==> src/rtl/tctx_pkg.sv <==
package tctx_pkg;
  localparam int RING_CNT   = 4;
  localparam int RING_IDX_W = $clog2(RING_CNT);
  localparam int PRIO_W     = 8;
  localparam int ACTIVE_CNT = 8;
  localparam int OS_RING    = 1;
  localparam logic [PRIO_W-1:0] PRIO_NONE = '1;

  typedef enum logic [1:0] {
    FLD_IPB  = 2'd0,
    FLD_CPPR = 2'd1,
    FLD_PIPR = 2'd2,
    FLD_ACK  = 2'd3
  } fieldT;

  typedef struct packed {
    logic [RING_CNT-1:0]   wrIpb;
    logic [RING_CNT-1:0]   wrCppr;
    logic [RING_CNT-1:0]   ack;
    logic [RING_CNT-1:0]   sigClr;
    logic [RING_CNT-1:0]   notify;
    logic [PRIO_W-1:0]     notifyBit;
    logic [PRIO_W-1:0]     wrData;
    logic                  rdEn;
    logic                  rdVisible;
    logic [RING_IDX_W-1:0] rdRing;
    fieldT                 rdField;
  } strobeT;

  // Priority to pending-buffer bit: priority 0 is the top bit.
  function automatic logic [PRIO_W-1:0] prioToBit(input logic [PRIO_W-1:0] prio);
    logic [PRIO_W-1:0] res;
    res = '0;
    for (int i = 0; i < ACTIVE_CNT; i++) begin
      if (prio == PRIO_W'(i)) res[ACTIVE_CNT-1-i] = 1'b1;
    end
    return res;
  endfunction

  // Most favoured pending priority, or PRIO_NONE when empty.
  function automatic logic [PRIO_W-1:0] bitsToPrio(input logic [PRIO_W-1:0] ipb);
    logic [PRIO_W-1:0] res;
    res = PRIO_NONE;
    for (int i = 0; i < ACTIVE_CNT; i++) begin
      if (ipb[i]) res = PRIO_W'(ACTIVE_CNT - 1 - i);
    end
    return res;
  endfunction
endpackage

==> src/rtl/tctx_ctrl.sv <==
module tctx_ctrl
  import tctx_pkg::*;
(
  input  logic                  notifyValid,
  input  logic [RING_IDX_W-1:0] notifyRing,
  input  logic [PRIO_W-1:0]     notifyPrio,
  input  logic                  accValid,
  input  logic                  accWrite,
  input  logic [RING_IDX_W-1:0] accPage,
  input  logic [RING_IDX_W-1:0] accRing,
  input  logic [1:0]            accField,
  input  logic [PRIO_W-1:0]     accWdata,
  input  logic                  sigValid,
  input  logic [RING_IDX_W-1:0] sigRing,
  output strobeT                st
);
  localparam int SUM_W = RING_IDX_W + 1;
  localparam logic [SUM_W-1:0] TOP_RING = SUM_W'(RING_CNT - 1);

  logic  visible;
  fieldT field;
  logic  wrAcc;
  logic  rdAcc;

  assign visible = ({1'b0, accRing} + {1'b0, accPage}) <= TOP_RING;
  assign field   = fieldT'(accField);
  assign wrAcc   = accValid && accWrite && visible;
  assign rdAcc   = accValid && !accWrite;

  for (genvar r = 0; r < RING_CNT; r++) begin : g_ring
    logic hitRing;
    assign hitRing        = (accRing == RING_IDX_W'(r));
    assign st.wrIpb[r]    = wrAcc && hitRing && (field == FLD_IPB);
    assign st.wrCppr[r]   = wrAcc && hitRing && (field == FLD_CPPR);
    assign st.ack[r]      = rdAcc && visible && hitRing && (field == FLD_ACK);
    assign st.sigClr[r]   = sigValid && (sigRing == RING_IDX_W'(r));
    assign st.notify[r]   = notifyValid && (notifyRing == RING_IDX_W'(r));
  end

  assign st.notifyBit = prioToBit(notifyPrio);
  assign st.wrData    = accWdata;
  assign st.rdEn      = rdAcc;
  assign st.rdVisible = visible;
  assign st.rdRing    = accRing;
  assign st.rdField   = field;
endmodule

==> src/rtl/tctx_datapath.sv <==
module tctx_datapath
  import tctx_pkg::*;
(
  input  logic                  clk,
  input  logic                  rstN,
  input  strobeT                st,
  output logic                  rdValid,
  output logic [PRIO_W-1:0]     rdData,
  output logic [RING_CNT-1:1]   ringIrq
);
  logic [RING_CNT-1:0][PRIO_W-1:0] ipbAll;
  logic [RING_CNT-1:0][PRIO_W-1:0] cpprAll;
  logic [RING_CNT-1:0][PRIO_W-1:0] piprAll;

  for (genvar r = 0; r < RING_CNT; r++) begin : g_ring
    logic [PRIO_W-1:0] ipbQ, cpprQ, pipr;
    logic [PRIO_W-1:0] ipbMid, ipbNext, cpprNext;
    logic              ackHit, touched;

    assign pipr    = bitsToPrio(ipbQ);
    assign ackHit  = st.ack[r] && (pipr != PRIO_NONE);
    assign touched = st.wrIpb[r] || st.wrCppr[r] || st.ack[r] || st.notify[r];

    always_comb begin
      ipbMid = st.wrIpb[r] ? st.wrData : ipbQ;
      if (ackHit) ipbMid = ipbMid & ~prioToBit(pipr);
      ipbNext = ipbMid | (st.notify[r] ? st.notifyBit : '0);
      if (st.wrCppr[r])  cpprNext = st.wrData;
      else if (ackHit)   cpprNext = pipr;
      else               cpprNext = cpprQ;
    end

    always_ff @(posedge clk or negedge rstN) begin
      if (!rstN) begin
        ipbQ  <= '0;
        cpprQ <= '0;
      end else if (touched) begin
        ipbQ  <= ipbNext;
        cpprQ <= cpprNext;
      end
    end

    if (r > 0) begin : g_exc
      logic excQ;
      always_ff @(posedge clk or negedge rstN) begin
        if (!rstN)                        excQ <= 1'b0;
        else if (st.sigClr[r] || st.ack[r]) excQ <= 1'b0;
        else if (touched)                 excQ <= (bitsToPrio(ipbNext) < cpprNext);
      end
      assign ringIrq[r] = excQ;
    end

    assign ipbAll[r]  = ipbQ;
    assign cpprAll[r] = cpprQ;
    assign piprAll[r] = pipr;
  end

  logic [PRIO_W-1:0] rdMux;
  always_comb begin
    rdMux = '0;
    if (st.rdVisible) begin
      unique case (st.rdField)
        FLD_IPB:  rdMux = ipbAll[st.rdRing];
        FLD_CPPR: rdMux = cpprAll[st.rdRing];
        FLD_PIPR: rdMux = piprAll[st.rdRing];
        FLD_ACK:  rdMux = piprAll[st.rdRing];
        default:  rdMux = '0;
      endcase
    end
  end

  always_ff @(posedge clk or negedge rstN) begin
    if (!rstN) begin
      rdValid <= 1'b0;
      rdData  <= '0;
    end else begin
      rdValid <= st.rdEn;
      if (st.rdEn) rdData <= rdMux;
    end
  end
endmodule

==> src/rtl/thread_irq_ctx.sv <==
module thread_irq_ctx
  import tctx_pkg::*;
(
  input  logic                  clk,
  input  logic                  rstN,
  input  logic                  notifyValid,
  input  logic [RING_IDX_W-1:0] notifyRing,
  input  logic [PRIO_W-1:0]     notifyPrio,
  input  logic                  accValid,
  input  logic                  accWrite,
  input  logic [RING_IDX_W-1:0] accPage,
  input  logic [RING_IDX_W-1:0] accRing,
  input  logic [1:0]            accField,
  input  logic [PRIO_W-1:0]     accWdata,
  input  logic                  sigValid,
  input  logic [RING_IDX_W-1:0] sigRing,
  output logic                  rdValid,
  output logic [PRIO_W-1:0]     rdData,
  output logic                  osIrq,
  output logic                  hvIrq
);
  strobeT              st;
  logic [RING_CNT-1:1] ringIrq;

  tctx_ctrl u_ctrl (
    .notifyValid(notifyValid), .notifyRing(notifyRing), .notifyPrio(notifyPrio),
    .accValid(accValid), .accWrite(accWrite), .accPage(accPage),
    .accRing(accRing), .accField(accField), .accWdata(accWdata),
    .sigValid(sigValid), .sigRing(sigRing), .st(st)
  );

  tctx_datapath u_dp (
    .clk(clk), .rstN(rstN), .st(st),
    .rdValid(rdValid), .rdData(rdData), .ringIrq(ringIrq)
  );

  assign osIrq = ringIrq[OS_RING];
  assign hvIrq = |ringIrq[RING_CNT-1:OS_RING+1];
endmodule

==> config.mk <==
export PLATFORM = sky130hd
export DESIGN_NAME = thread_irq_ctx
export DESIGN_NICKNAME = d
export VERILOG_FILES = /design/src/rtl/tctx_pkg.sv /design/src/rtl/tctx_ctrl.sv /design/src/rtl/tctx_datapath.sv /design/src/rtl/thread_irq_ctx.sv
export SDC_FILE = /design/constraint.sdc
export NUM_CORES = 1
export LEC_CHECK = 0
export ABC_AREA = 1
export BUFFER_PORTS_ARGS = -buffer_cell sky130_fd_sc_hd__buf_2
export CAP_MARGIN = 30
export CORE_ASPECT_RATIO = 0.5
export CORE_UTILIZATION = 33
export CTS_BUF_LIST = sky130_fd_sc_hd__clkbuf_8
export CTS_CLUSTER_SIZE = 30
export DETAILED_ROUTE_END_ITERATION = 8
export GPL_TIMING_DRIVEN = 1
export SETUP_SLACK_MARGIN = 0.3
export SLEW_MARGIN = 10
export SYNTH_ARGS = -nofsm -noshare
export SYNTH_HDL_FRONTEND = slang
export SYNTH_SLANG_ARGS = --single-unit
export TNS_END_PERCENT = 20
==> constraint.sdc <==
create_clock -name clk -period 3.3 [get_ports clk]
set_input_delay 0 -clock clk [delete_from_list [all_inputs] [get_ports clk]]
set_output_delay 0 -clock clk [all_outputs]
set_load 0.01 [all_outputs]
==> impl_metrics.json <==
{
  "status": "finished, final reports clean",
  "rows": 33,
  "synth_edf_count": 0,
  "max_slew_margin": 0.5657,
  "synthCells": 800,
  "synth_area_leaders": "dfrtp_1 34%, nand2_1 12%, inv_1 8.3%",
  "dr_wl_met2_um": 8872,
  "drt_iter0_drc": 603,
  "dr_wl_met3_um": 2102,
  "fin_tns_setup_ps": 0,
  "synth_area_um2": 5632,
  "drt-wirelength-per-cell_um": 18.49,
  "p_comb_frac": 0.375,
  "tightest_slew_ps": 644.6,
  "pre_cts_ws_ps": -56.01,
  "max_freq_mhz": 343.5,
  "fin_skew_ps": 8.159,
  "synth_top_area_frac": 0.3377,
  "drive_gt1_frac": 0.2304,
  "clk_path_buf_depth": 2,
  "startpoint_type": "register",
  "p_leak_nw": 3.265,
  "drc": 0,
  "cts.sinks": 76,
  "fin_hold_ws_ps": 14.61,
  "die_w_um": 186.7,
  "dr.max_layer_used": "met4",
  "design_area_um2": 6923,
  "cts.htree.levels": 3,
  "setup_slack_ps": 388.6,
  "wl_um": 20730,
  "ir_drop_uv": 196.5,
  "clkTransAtPathRegs_ps": 80,
  "dp_hpwl_um": 16240,
  "p_total_mw": 3.336,
  "clk_latency_ps": 370,
  "boundaryPins": 43,
  "path_class": "reg2reg",
  "end_kind": "register",
  "via_per_inst": 5.315,
  "synth_area_leader_cell": "dfrtp_1",
  "fin_crit_sh": 0.8823,
  "cts_buffers": 9,
  "crit_fanout": 3,
  "p_clk_frac": 0.239,
  "avgSynthCellArea_um2": 7.040,
  "start_util": 0.3410,
  "vias": 5958,
  "synthArstFlopShare": 1.000,
  "final_max_slew_viol_count": 0,
  "cap_violations": 0,
  "power-per-cell-area_nw_per_um2": 481.8,
  "fin_nets": 944,
  "power.share.sequential": 0.386,
  "ys_types": 48,
  "period_needed_ps": 2911,
  "cts_tree": "done",
  "grt_pass1_vias": 5533,
  "port_buffers": 42,
  "ant_nets": 0,
  "arrival_ps": 3210,
  "first_pass_iters": 5,
  "finalHoldViolCount": 0,
  "area_growth_pct": 22.93,
  "hold_class": "in2reg",
  "num_antenna_cells": 0,
  "postPlaceCellArea_um2": 6238,
  "design.die.area_um2": 17620,
  "wl_met1_um": 9386,
  "ys_ff_latch": 76,
  "ys_seq_area_frac": 0.3377,
  "ys_warn_count": 0,
  "syn-num-nets": 855,
  "grt_use_total": 0.2358,
  "intPower_mw": 2.012,
  "cts_root_buffer": "clkbuf_8",
  "place.gp.congestion": 1.016,
  "overflow": 0,
  "core-area_um2": 16520,
  "fp.dieH_um": 94.38,
  "synth-main-ff-cell": "dfrtp_1",
  "n_fill_cell": 1742,
  "power.switching_mw": 1.323,
  "grt_max_degree": 56,
  "antenna_found_initial": 0,
  "cp.required_ps": 3600,
  "grt_first_pass_wirelength_um": 31110,
  "setup-violations-final": 0,
  "swShare": 0.3968,
  "grt_setup_unrepaired": "true",
  "reg2reg_slack_ps": 390
}
[logic make-up (layout without fill, tap and decap cells)]
kind of cell	Yosys count	in the layout	share of synthesized area
buf+inv	146	239	0.1042
compound gates	190	190	0.2020
fa+ha+maj	23	23	0.05243
flops	76	76	0.3377
simple gates	365	366	0.3037
[flip-flops by register name, summed over array words and instances, names as in the netlist]
| register | flops |
|---|---|
| u_dp.g_ring.cpprQ | 32 |
| u_dp.g_ring.g_exc.excQ | 3 |
| u_dp.g_ring.ipbQ | 32 |
| u_dp.rdData | 8 |
| u_dp.rdValid | 1 |
[metrics by stage]
step / std cells / utilization
floorplan: 800 / -
global placement: 1077 / 0.3761
detailed placement: 1078 / 0.3777
CTS: 1100 / 0.3948
global route: 1121 / 0.4192
finish: 1121 / 0.4192
[routing by layer]
layer  up-vias  track usage
met4         0      0.06626
li1       2840            -
met3        33      0.05611
met5         -            0
met2       261       0.3672
met1      2824       0.3265
[cell type report]
cell class	instances	area, µm²	area share
tap	227	284.0	0.04103
sequential	76	1903	0.2749
clock buffer	9	123.9	0.01789
timing repair buffer	90	629.4	0.09091
clock inverter	7	92.59	0.01337
multi-input combinational	579	3383	0.4887
inverter	133	506.7	0.07320
[timing repair]
| action | CTS | global route |
|---|---|---|
| buffers inserted | 0 | 20 |
| resized for setup | 1 | 75 |
| hold endpoints to repair | 81 | 0 |
| setup endpoints to repair | 3 | 3 |
| hold buffers | 6 | 0 |
| cloned | 0 | 1 |
| pin swaps | 0 | 28 |
[power by group through the flow]
stage	sequential, mW	combinational [mW]	clock [mW]
after global routing	1.30	1.40	0.845
after global placement	1.28	1.05	0
after CTS	1.27	1.08	0.811
final	1.29	1.25	0.798
after detailed placement	1.29	1.07	0
after floorplan	1.23	0.744	0
[worst max-delay path, cell delays in order (launching register included)]
cell      delay, ps
dfrtp_2         460
nor2_4          170
nand3_2         140
inv_2           120
nand2_1          90
nor2_2          160
nand2_1          80
o211ai_1         80
o21ai_0         270
nor3_4          360
buf_6           170
ha_4            200
nand2_2          60
nor2_1           40
a211oi_1        210
nand2_1          90
a21oi_2         130
[layout by cell type, fill, tap and decap left out, types with 14 or more instances in the layout]
master / synthesis / routed
nand2_1: 186 / 178
inv_1: 124 / 113
dfrtp_1: 76 / 75
o21ai_0: 71 / 69
nor2_1: 73 / 57
nand3_1: 44 / 40
buf_2: 1 / 40
buf_4: 0 / 39
a21oi_1: 39 / 33
nor2_2: 5 / 18
inv_2: 6 / 18
ha_1: 22 / 18
o211ai_1: 14 / 14
[synth_stat cells, types with 2 or more instances]
| cell | n |
|---|---|
| nor2_4 | 8 |
| nor2_2 | 5 |
| buf_6 | 4 |
| o31ai_1 | 6 |
| a31oi_1 | 3 |
| or2_2 | 3 |
| a41oi_1 | 3 |
| nor4_1 | 2 |
| nor2_1 | 73 |
| dfrtp_1 | 76 |
| nand2_1 | 186 |
| a211oi_1 | 3 |
| inv_2 | 6 |
| a21oi_2 | 5 |
| o2111ai_1 | 3 |
| nand3b_1 | 2 |
| nand3_1 | 44 |
| o21ai_1 | 9 |
| a21oi_1 | 39 |
| and3_1 | 2 |
| nand2_2 | 5 |
| clkbuf_1 | 8 |
| nor2_8 | 2 |
| o21ai_0 | 71 |
| nor3_1 | 11 |
| nand4_1 | 12 |
| o211ai_1 | 14 |
| a22oi_1 | 10 |
| inv_1 | 124 |
| nand2_4 | 5 |
| o21a_1 | 4 |
| o22ai_1 | 12 |
| nand3_4 | 3 |
| o221ai_1 | 2 |
| ha_1 | 22 |
[worst paths after layout]
| kind | from | end | cells after the start |
|---|---|---|---|
| setup / recovery | u_dp.g_ring[2].ipbQ[4]$_DFFE_PN0P_ | u_dp.g_ring[2].g_exc.excQ$_DFFE_PN0P_ | 16 |
| hold / removal | sigRing[1] | u_dp.g_ring[3].g_exc.excQ$_DFFE_PN0P_ | 4 |
| setup reg to reg | u_dp.g_ring[2].ipbQ[4]$_DFFE_PN0P_ | u_dp.g_ring[2].g_exc.excQ$_DFFE_PN0P_ | 16 |
| hold reg to reg | u_dp.rdData[2]$_DFFE_PN0P_ | u_dp.rdData[2]$_DFFE_PN0P_ | 2 |
| max in group asynchronous | rstN | u_dp.g_ring[3].ipbQ[0]$_DFFE_PN0P_ | 3 |
| min in group asynchronous | rstN | u_dp.g_ring[1].cpprQ[3]$_DFFE_PN0P_ | 2 |
(Power assumes the default switching activity.)
